==> src/rtl/lcell_pkg.sv <==
package lcell_pkg;

  // Qualified transition events produced by the edge detector
  typedef struct packed {
    logic rise;
    logic fall;
  } edge_evt_t;

  localparam logic FLAG_RESET_VAL = 1'b0;
  localparam logic HIST_RESET_VAL = 1'b0;

  function automatic logic any_evt(edge_evt_t e);
    return e.rise | e.fall;
  endfunction

endpackage

==> src/rtl/lcell_polarity_gate.sv <==
module lcell_polarity_gate (
  input  logic raw_in,
  input  logic invert,
  input  logic en,
  input  logic oe,
  output logic level_o,
  output logic pin_val_o,
  output logic pin_drv_o
);

  logic polarized;

  always_comb begin
    polarized = raw_in ^ invert;
    level_o   = en ? polarized : 1'b0;
    pin_drv_o = en & oe;
    pin_val_o = pin_drv_o ? level_o : 1'b0;
  end

endmodule

==> src/rtl/lcell_edge_detect.sv <==
module lcell_edge_detect
  import lcell_pkg::*;
(
  input  logic      clk,
  input  logic      rst_n,
  input  logic      en,
  input  logic      level,
  input  logic      rise_en,
  input  logic      fall_en,
  output edge_evt_t evt_o
);

  logic prev_q;

  always_ff @(posedge clk or negedge rst_n) begin
    if (!rst_n) prev_q <= HIST_RESET_VAL;
    else        prev_q <= level;
  end

  always_comb begin
    evt_o.rise = en & rise_en &  level & ~prev_q;
    evt_o.fall = en & fall_en & ~level &  prev_q;
  end


  hist_zero_when_off_chk: assert property (@(posedge clk) disable iff (!rst_n)
    !en |=> !prev_q);


  rise_needs_arm_chk: assert property (@(posedge clk) disable iff (!rst_n)
    (!rise_en && !fall_en) |-> !any_evt(evt_o));

endmodule

==> src/rtl/lcell_irq_flag.sv <==
module lcell_irq_flag
  import lcell_pkg::*;
(
  input  logic      clk,
  input  logic      rst_n,
  input  edge_evt_t evt,
  input  logic      clr,
  input  logic      mask,
  output logic      flag_o,
  output logic      req_o
);

  logic flag_q;
  logic flag_d;

  always_comb begin
    if (any_evt(evt)) flag_d = 1'b1;
    else if (clr)     flag_d = 1'b0;
    else              flag_d = flag_q;
  end

  always_ff @(posedge clk or negedge rst_n) begin
    if (!rst_n) flag_q <= FLAG_RESET_VAL;
    else        flag_q <= flag_d;
  end

  assign flag_o = flag_q;
  assign req_o  = flag_q & mask;


  sticky_hold_chk: assert property (@(posedge clk) disable iff (!rst_n)
    (flag_q && !clr) |=> flag_q);


  clear_takes_chk: assert property (@(posedge clk) disable iff (!rst_n)
    (clr && !any_evt(evt)) |=> !flag_q);


  event_sets_chk: assert property (@(posedge clk) disable iff (!rst_n)
    any_evt(evt) |=> flag_q);

endmodule

==> src/rtl/lcell_out_cond.sv <==
module lcell_out_cond
  import lcell_pkg::*;
(
  input  logic clk,
  input  logic rst_n,
  input  logic raw_in,
  input  logic cell_en,
  input  logic pin_oe,
  input  logic out_invert,
  input  logic rise_irq_en,
  input  logic fall_irq_en,
  input  logic irq_mask,
  input  logic flag_clr,
  output logic out_status,
  output logic pin_out,
  output logic pin_drive,
  output logic irq_flag,
  output logic irq_req
);

  logic      level;
  edge_evt_t evt;

  lcell_polarity_gate u_pol (
    .raw_in    (raw_in),
    .invert    (out_invert),
    .en        (cell_en),
    .oe        (pin_oe),
    .level_o   (level),
    .pin_val_o (pin_out),
    .pin_drv_o (pin_drive)
  );

  lcell_edge_detect u_edge (
    .clk     (clk),
    .rst_n   (rst_n),
    .en      (cell_en),
    .level   (level),
    .rise_en (rise_irq_en),
    .fall_en (fall_irq_en),
    .evt_o   (evt)
  );

  lcell_irq_flag u_flag (
    .clk    (clk),
    .rst_n  (rst_n),
    .evt    (evt),
    .clr    (flag_clr),
    .mask   (irq_mask),
    .flag_o (irq_flag),
    .req_o  (irq_req)
  );

  assign out_status = level;


  flag_rise_enabled_chk: assert property (@(posedge clk) disable iff (!rst_n)
    $rose(irq_flag) |-> $past(cell_en));


  fall_sets_chk: assert property (@(posedge clk) disable iff (!rst_n)
    (cell_en && fall_irq_en && $fell(out_status)) |=> irq_flag);


  pin_follows_chk: assert property (@(posedge clk) disable iff (!rst_n)
    pin_drive |-> (pin_out == out_status));

endmodule

==> config.mk <==
export PLATFORM = sky130hd
export DESIGN_NAME = lcell_out_cond
export DESIGN_NICKNAME = d
export VERILOG_FILES = /design/src/rtl/lcell_pkg.sv /design/src/rtl/lcell_polarity_gate.sv /design/src/rtl/lcell_edge_detect.sv /design/src/rtl/lcell_irq_flag.sv /design/src/rtl/lcell_out_cond.sv
export SDC_FILE = /design/constraint.sdc
export NUM_CORES = 1
export LEC_CHECK = 0
export BUFFER_PORTS_ARGS = -buffer_cell sky130_fd_sc_hd__buf_2
export CORE_AREA = 2 2 39 41
export CTS_CLUSTER_DIAMETER = 40
export CTS_CLUSTER_SIZE = 24
export DETAILED_ROUTE_END_ITERATION = 8
export DIE_AREA = 0 0 41 43
export PLACE_DENSITY = 0.33
export SYNTH_ARGS = -nofsm -noshare
export SYNTH_HDL_FRONTEND = slang
export SYNTH_SLANG_ARGS = --single-unit
export TNS_END_PERCENT = 30
==> constraint.sdc <==
create_clock -name clk -period 1.3 [get_ports clk]
set_input_delay 0.195 -clock clk [delete_from_list [all_inputs] [get_ports clk]]
set_output_delay 0.195 -clock clk [all_outputs]
set_load 0.05 [all_outputs]
==> metrics.txt, run 1 <==
TritonCTS clock tree=yes; status=completed; pin count of the biggest net entering global routing=5; number of clock sinks=2; largest fanout on the critical path=3; number of global-route vias before repair=140; actual transition at the worst max-transition pin=0.240 ns; Max VDD drop=0.403 mV; first-pass GRT wire length=558 µm; total placed instance area=204 µm²; headroom to the max-slew limit=0.839; initial core utilization=0.0814; layout cells sized above 1=0.690; setup repair after global routing missed its margin=no; average wire per standard cell=roughly 8.7 µm; wire length reported by the detailed router=392 µm; router iterations before antenna repair=4; Max Freq=851 MHz; setup violators final=0; final total negative setup slack=0 ns; Overall Power=0.297 mW; power spent charging and discharging nets=0.0966 mW; count of filler cells inserted in the layout=163; width of the die=41 µm; area of combinational cells with multiple inputs=60.1 µm²; internal power=0.200 mW; kind of start point of the critical path=flop; most frequent cells in the layout=sky130_fd_sc_hd__buf_2, sky130_fd_sc_hd__and2_2, sky130_fd_sc_hd__clkbuf_4; post-synthesis area per instance=10.2 µm²; sequential element share of the synthesized area=0.444; Inserted Clock Buffers=3; post-cts repair resize count=0; Post-Synthesis Cells=11; start point of the worst min-delay path=flag_clr; synth unique cells=8; min Tclk post-route=1.17 ns; combined global-route utilization of all metal layers=0.0552; area of the placeable core=0.00138 mm²; Worst Setup Path Type=reg -> out; setup slack of the worst register-to-register path=0.60 ns; I/O pins=15; max-capacitance violation count=0; CTS root buffer=sky130_fd_sc_hd__clkbuf_4; Via Count=148; register bit total from synthesis=2; total number of H-tree levels=1; part of the total power dissipated in sequential elements=0.243; endpoint of the worst-slack reg-to-reg timing path=u_flag.flag_o$_DFFE_PN0P_; Power per Cell Area=about 1300 mW/mm²; HP Class=in -> reg; HPWL Detailed=about 340 µm; area taken by flip-flops and latches=50.0 µm²; Setup WS pre-CTS=0.114 ns; Die Span Y=about 43 µm; area of the die=about 0.0018 mm²; cell depth of the worst hold path=2; pins over their slew limit=0; detailed router's first-iteration violation count=3; depth of the worst register-to-register path=2; CP Data Required Time=1.11 ns; switching share of power=0.325; clock input transition at the sequential cells of the worst setup and hold paths=~0.03 ns; endpoint class of the critical path=primary output; global route total overflow=0; Post-Route Skew=0.00197 ns; leading cell type in the layout, fill and taps excluded=sky130_fd_sc_hd__buf_2; leakage dissipation=0.128 nW; weighted congestion reported at the end of routability-driven placement=approximately 0.61; clock network power share=0.450; number of antenna violations at the first check in global routing=0; number of nets in the final layout=41; Final Hold Viols=0; Final Cycle Share=0.904; DRC viols=0; Port Buffers=14; worst skew pair latency=0.22 ns; worst hold slack across all endpoints=0.212 ns; worst-case clock buffer depth=2; Cell Rows=14; combinational share of power=0.307; Crit Reg-Reg Startpoint=u_edge.prev_q$_DFF_PN0_; final antenna-violating net count=0; Worst Setup Slack, final=0.125 ns; finished layout cell area=between 200 and 250 µm²; Cell Area, Synth=113 µm²; Inserted Diodes=0; vias per std cell=~3.3; synthesized net count=21; Arrival @ worst endpoint=between 0.9 and 1 ns; synth warn=0; synthesis-to-finish area growth=110%; end of the worst hold path=u_flag.flag_o$_DFFE_PN0P_
worst max-delay path: stages (launching register included):
cell and delay [ns]:
sky130_fd_sc_hd__dfrtp_1 0.37, sky130_fd_sc_hd__and2_2 0.18, sky130_fd_sc_hd__buf_2 0.20
Yosys cell counts:
master                     count  area [µm²]
sky130_fd_sc_hd__and2_1        2        12.5
sky130_fd_sc_hd__xor2_1        1        8.76
sky130_fd_sc_hd__nand3_1       1        5.00
sky130_fd_sc_hd__inv_1         1        3.75
sky130_fd_sc_hd__dfrtp_1       2        50.1
sky130_fd_sc_hd__and2_2        2        15.0
sky130_fd_sc_hd__o221ai_1      1        8.76
sky130_fd_sc_hd__nand4b_1      1        8.76
layer usage:
layer  GRT usage  wire (µm)  vias up  share of wire
met2      0.0313         74       15           0.19
met5           0          0        -              0
met1      0.0868        246       58           0.63
met4      0.0400          0        0              0
li1            -          -       75              -
met3      0.0628         70        0           0.18
state kept, by name, summed over array words and instances, names as in the netlist:
name	count
u_edge.prev_q	1
u_flag.flag_o	1
layout make-up:
type / instances / share of cell area
clock buffer: 3 / 0.0952
inverter: 1 / 0.0159
tap: 16 / 0.0847
sequential: 2 / 0.212
timing repair buffer: 15 / 0.339
multi-input combinational: 8 / 0.254
worst max path at each step:
stage / startpoint / to / slack, ns / depth (start not counted)
floorplan: pin_oe / pin_out / 0.09 / 2
finish: u_flag.flag_o$_DFFE_PN0P_ / irq_req / 0.13 / 2
global placement: out_invert / out_status / 0.12 / 4
detailed placement: out_invert / out_status / 0.11 / 4
global route: out_invert / out_status / 0.04 / 4
CTS: u_flag.flag_o$_DFFE_PN0P_ / irq_req / 0.11 / 2
kinds of logic after synthesis:
logic type                share of synthesized area
DFF                                           0.444
AOI/OAI and AO/OA                            0.0778
xor gates and xnor gates                     0.0778
and+or+nand+nor                               0.367
buffers and inverters                        0.0333
repair_timing:
item | in CTS | in global routing
buffers inserted | 0 | 0
hold endpoints to repair | 2 | 0
endpoints found under the setup margin | 0 | 0
hold buffers | 1 | 0
per-stage QoR:
stage	instances	util
3_5_place_dp	41	0.147
5_1_grt	45	0.171
3_3_place_gp	41	0.147
4_1_cts	45	0.171
2_1_floorplan	11	-
6_report	45	0.171
power by group through the flow:
stage,Combinational [mW],Sequential (mW),Clock [mW]
floorplan,0.0460,0.0864,0
global route,0.0975,0.0728,0.145
global placement,0.0886,0.0726,0
finish,0.0913,0.0721,0.134
CTS,0.0918,0.0723,0.143
detailed placement,0.0894,0.0730,0
Note: power is estimated with default switching activity, not from simulation.
==> run 2, diff against run 1 <==
--- a/config.mk
+++ b/config.mk
@@ -7,12 +7,12 @@
 export LEC_CHECK = 0
 export BUFFER_PORTS_ARGS = -buffer_cell sky130_fd_sc_hd__buf_2
 export CORE_AREA = 2 2 39 41
-export CTS_CLUSTER_DIAMETER = 40
 export CTS_CLUSTER_SIZE = 24
 export DETAILED_ROUTE_END_ITERATION = 8
 export DIE_AREA = 0 0 41 43
-export PLACE_DENSITY = 0.33
+export PLACE_DENSITY = 0.34
 export SYNTH_ARGS = -nofsm -noshare
 export SYNTH_HDL_FRONTEND = slang
+export SYNTH_HIERARCHICAL = 1
 export SYNTH_SLANG_ARGS = --single-unit
 export TNS_END_PERCENT = 30
==> run 2 against run 1 <==
  * First-iteration DRC count down 100%
  * Synthesized cell count is 9.1% higher
  * Cell area up 2.1%
  * Final cell count rose by 2.2%
  * Sequential power fell by 1%
  * Worst hold slack worse by 0.071 ns
  * Combinational power shrank 7.2%
  * Die area did not move
  * Critical endpoint unchanged
  * Core utilization rose by 0.36 points
==> metrics.txt, run 2 <==
most frequent cells after synthesis=sky130_fd_sc_hd__and2_1, sky130_fd_sc_hd__and4b_1, sky130_fd_sc_hd__dfrtp_1; register bit total from synthesis=2 (unchanged); HPWL Detailed=328 µm (-2.6%); Inserted Diodes=0 (unchanged); Cell Rows=14 (unchanged); synthesized net count=22 (+4.8%); count of filler cells inserted in the layout=167 (+2.5%); met1 Resource Use GR=0.0737 (-0.0131); detailed router's first-iteration violation count=0 (-3); sequential element share of the synthesized area=0.426 (-0.0189); Port Buffers=14 (unchanged); setup repair after global routing missed its margin=no; width of the die=41 µm (unchanged); Worst Setup Path Type=reg -> out; worst-case clock buffer depth=2 (unchanged); synthesis-to-finish area growth=105%; worst skew pair latency=0.22 ns (about the same); HP Class=in -> reg; global routing usage on met2=0.0500 (+0.0188); synth warn=6 (+6); Post-Synthesis Cells=12 (+1); max-capacitance violation count=0 (unchanged); number of clock sinks=2 (unchanged); pins over their slew limit=0 (unchanged); global route total overflow=0 (unchanged); Post-Route Skew=0.00154 ns (-0.000436 ns); kind of start point of the critical path=flop; Final Cycle Share=0.900 (-0.00344); TritonCTS clock tree=yes; synth unique cells=8 (unchanged); Cell Area, Synth=118 µm² (+4.4%); area of the die=0.00176 mm² (unchanged); global-route met3 utilization=0.0785 (+0.0157); endpoint class of the critical path=primary output; average wire per standard cell=8.50 µm (-2.4%); CP Data Required Time=1.11 ns (about the same); count leader, synth=sky130_fd_sc_hd__and2_1; wire length reported by the detailed router=391 µm (-0.26%); post-cts repair resize count=0 (unchanged); cell types occupying the most area after synthesis=sky130_fd_sc_hd__dfrtp_1, sky130_fd_sc_hd__and4b_1, sky130_fd_sc_hd__and2_1, sky130_fd_sc_hd__xor2_1, sky130_fd_sc_hd__and2_2; Max VDD drop=0.353 mV (-13%); top cell type by total area after synthesis=sky130_fd_sc_hd__dfrtp_1; weighted congestion reported at the end of routability-driven placement=0.658 (+7.0%); layout cells sized above 1=0.633 (-0.0563); Die Span Y=43 µm (unchanged); post-synthesis area per instance=9.80 µm² (-4.3%); setup violators final=0 (unchanged); leading cell type in the layout, fill and taps excluded=sky130_fd_sc_hd__buf_2; cell chain of the critical path=and2_2 -> buf_2; area of the placeable core=0.00138 mm² (unchanged); fraction of synthesized cell area taken by the top area cell type=0.426 (-0.0189); share of synthesized flip-flops with an asynchronous set or reset=1.00 (unchanged); Via Count=147 (-0.68%); number of nets in the final layout=42 (+2.4%); vias per std cell=3.20 (-2.8%); stage delay of the slowest cell on the critical path=0.37 ns (about the same); status=completed; headroom to the max-slew limit=0.827 (-0.0119); combined global-route utilization of all metal layers=0.0572 (+0.00195); Power per Cell Area=1210 mW/mm² (-3.7%); largest fanout on the critical path=3 (unchanged); clock input transition at the sequential cells of the worst setup and hold paths=0.03 ns (about the same); number of antenna violations at the first check in global routing=0 (unchanged); final total negative setup slack=0 ns (unchanged); leakage dissipation=0.138 nW (+7.4%); I/O pins=15 (unchanged); final core utilization=0.175 (+0.00362); actual transition at the worst max-transition pin=0.261 ns (+0.0205 ns); DRC viols=0 (unchanged); hold_buf cts=1 (unchanged); most frequent cells in the layout=sky130_fd_sc_hd__buf_2, sky130_fd_sc_hd__clkbuf_4; initial core utilization=0.0850 (+0.00362); number of global-route vias before repair=144 (+2.9%); CTS root buffer=sky130_fd_sc_hd__clkbuf_4; Final Hold Viols=0 (unchanged); total number of H-tree levels=1 (unchanged); Arrival @ worst endpoint=0.98 ns (about the same); router iterations before antenna repair=1 (-3); number of buffers added for setup after CTS=0 (unchanged); most frequently used flop master after synthesis=sky130_fd_sc_hd__dfrtp_1; Max Freq=854 MHz (+0.38%); final antenna-violating net count=0 (unchanged); pin count of the biggest net entering global routing=5 (unchanged); min Tclk post-route=1.17 ns (-0.00447 ns); slowest cell on the critical path=sky130_fd_sc_hd__dfrtp_1; number of flops mapped to enable cells by yosys=0 (unchanged); first-pass GRT wire length=593 µm (+6.3%); most congested layer reported by global routing=met3; Inserted Clock Buffers=3 (unchanged)
-- run 2: cells by family after synthesis --
kind of cell	count (synthesis)	synth area share
buf+inv	1	0.0319
compound gates	1	0.0425
flops	2	0.426
xor+xnor	1	0.0745
simple gates	7	0.426
-- run 2: metrics by stage --
| step | total power [mW] | cells | hold WS (ns) | area, µm² | setup WS (ns) |
|---|---|---|---|---|---|
| after CTS | 0.301 | 46 | 0.137 | 241 | 0.117 |
| final | 0.292 | 46 | 0.141 | 241 | 0.130 |
| after floorplan | 0.126 | 12 | -0.101 | 119 | -0.0215 |
| after detailed placement | 0.155 | 42 | -0.0143 | 209 | 0.165 |
| after global routing | 0.319 | 46 | 0.143 | 241 | 0.0867 |
| after global placement | 0.153 | 42 | -0.0158 | 209 | 0.215 |
-- run 2: report_power, final --
part	internal, mW	switching, mW	total, mW
combinational	0.0281	0.0567	0.0847
clock	0.102	0.0343	0.136
sequential	0.0685	0.00292	0.0714
-- run 2: cell type report --
cell class | count | area (µm²) | share of cell area
Timing Repair Buffer | 15 | 80.1 | 0.332
Multi-Input combinational cell | 9 | 65.1 | 0.269
Sequential cell | 2 | 50.0 | 0.207
Clock buffer | 3 | 22.5 | 0.0933
Tap cell | 16 | 20.0 | 0.0829
Inverter | 1 | 3.75 | 0.0155
-- run 2: final timing paths --
| kind | from | end | slack [ns] | cells after the start |
|---|---|---|---|---|
| setup / recovery | u_flag/flag_o$_DFFE_PN0P_ | irq_req | 0.13 | 2 |
| hold / removal | flag_clr | u_flag/flag_o$_DFFE_PN0P_ | 0.14 | 2 |
| setup reg to reg | u_edge/prev_q$_DFF_PN0_ | u_flag/flag_o$_DFFE_PN0P_ | 0.48 | 3 |
| hold reg to reg | u_flag/flag_o$_DFFE_PN0P_ | u_flag/flag_o$_DFFE_PN0P_ | 0.53 | 2 |
| max in group asynchronous | rst_n | u_edge/prev_q$_DFF_PN0_ | 0.89 | 2 |
| min in group asynchronous | rst_n | u_flag/flag_o$_DFFE_PN0P_ | 0.31 | 2 |
-- run 2: critical path, delay by kind of cell, from the launching register on --
kind                   cells  cell delay [ns]
buffers and inverters      1             0.20
flip-flops                 1             0.37
AND/OR/NAND/NOR            1             0.18
-- run 2: layer usage --
| metal | vias to the layer above | wire (µm) |
|---|---|---|
| met3 | 0 | 76 |
| li1 | 77 | - |
| met5 | - | 0 |
| met1 | 53 | 207 |
| met2 | 17 | 107 |
| met4 | 0 | 0 |
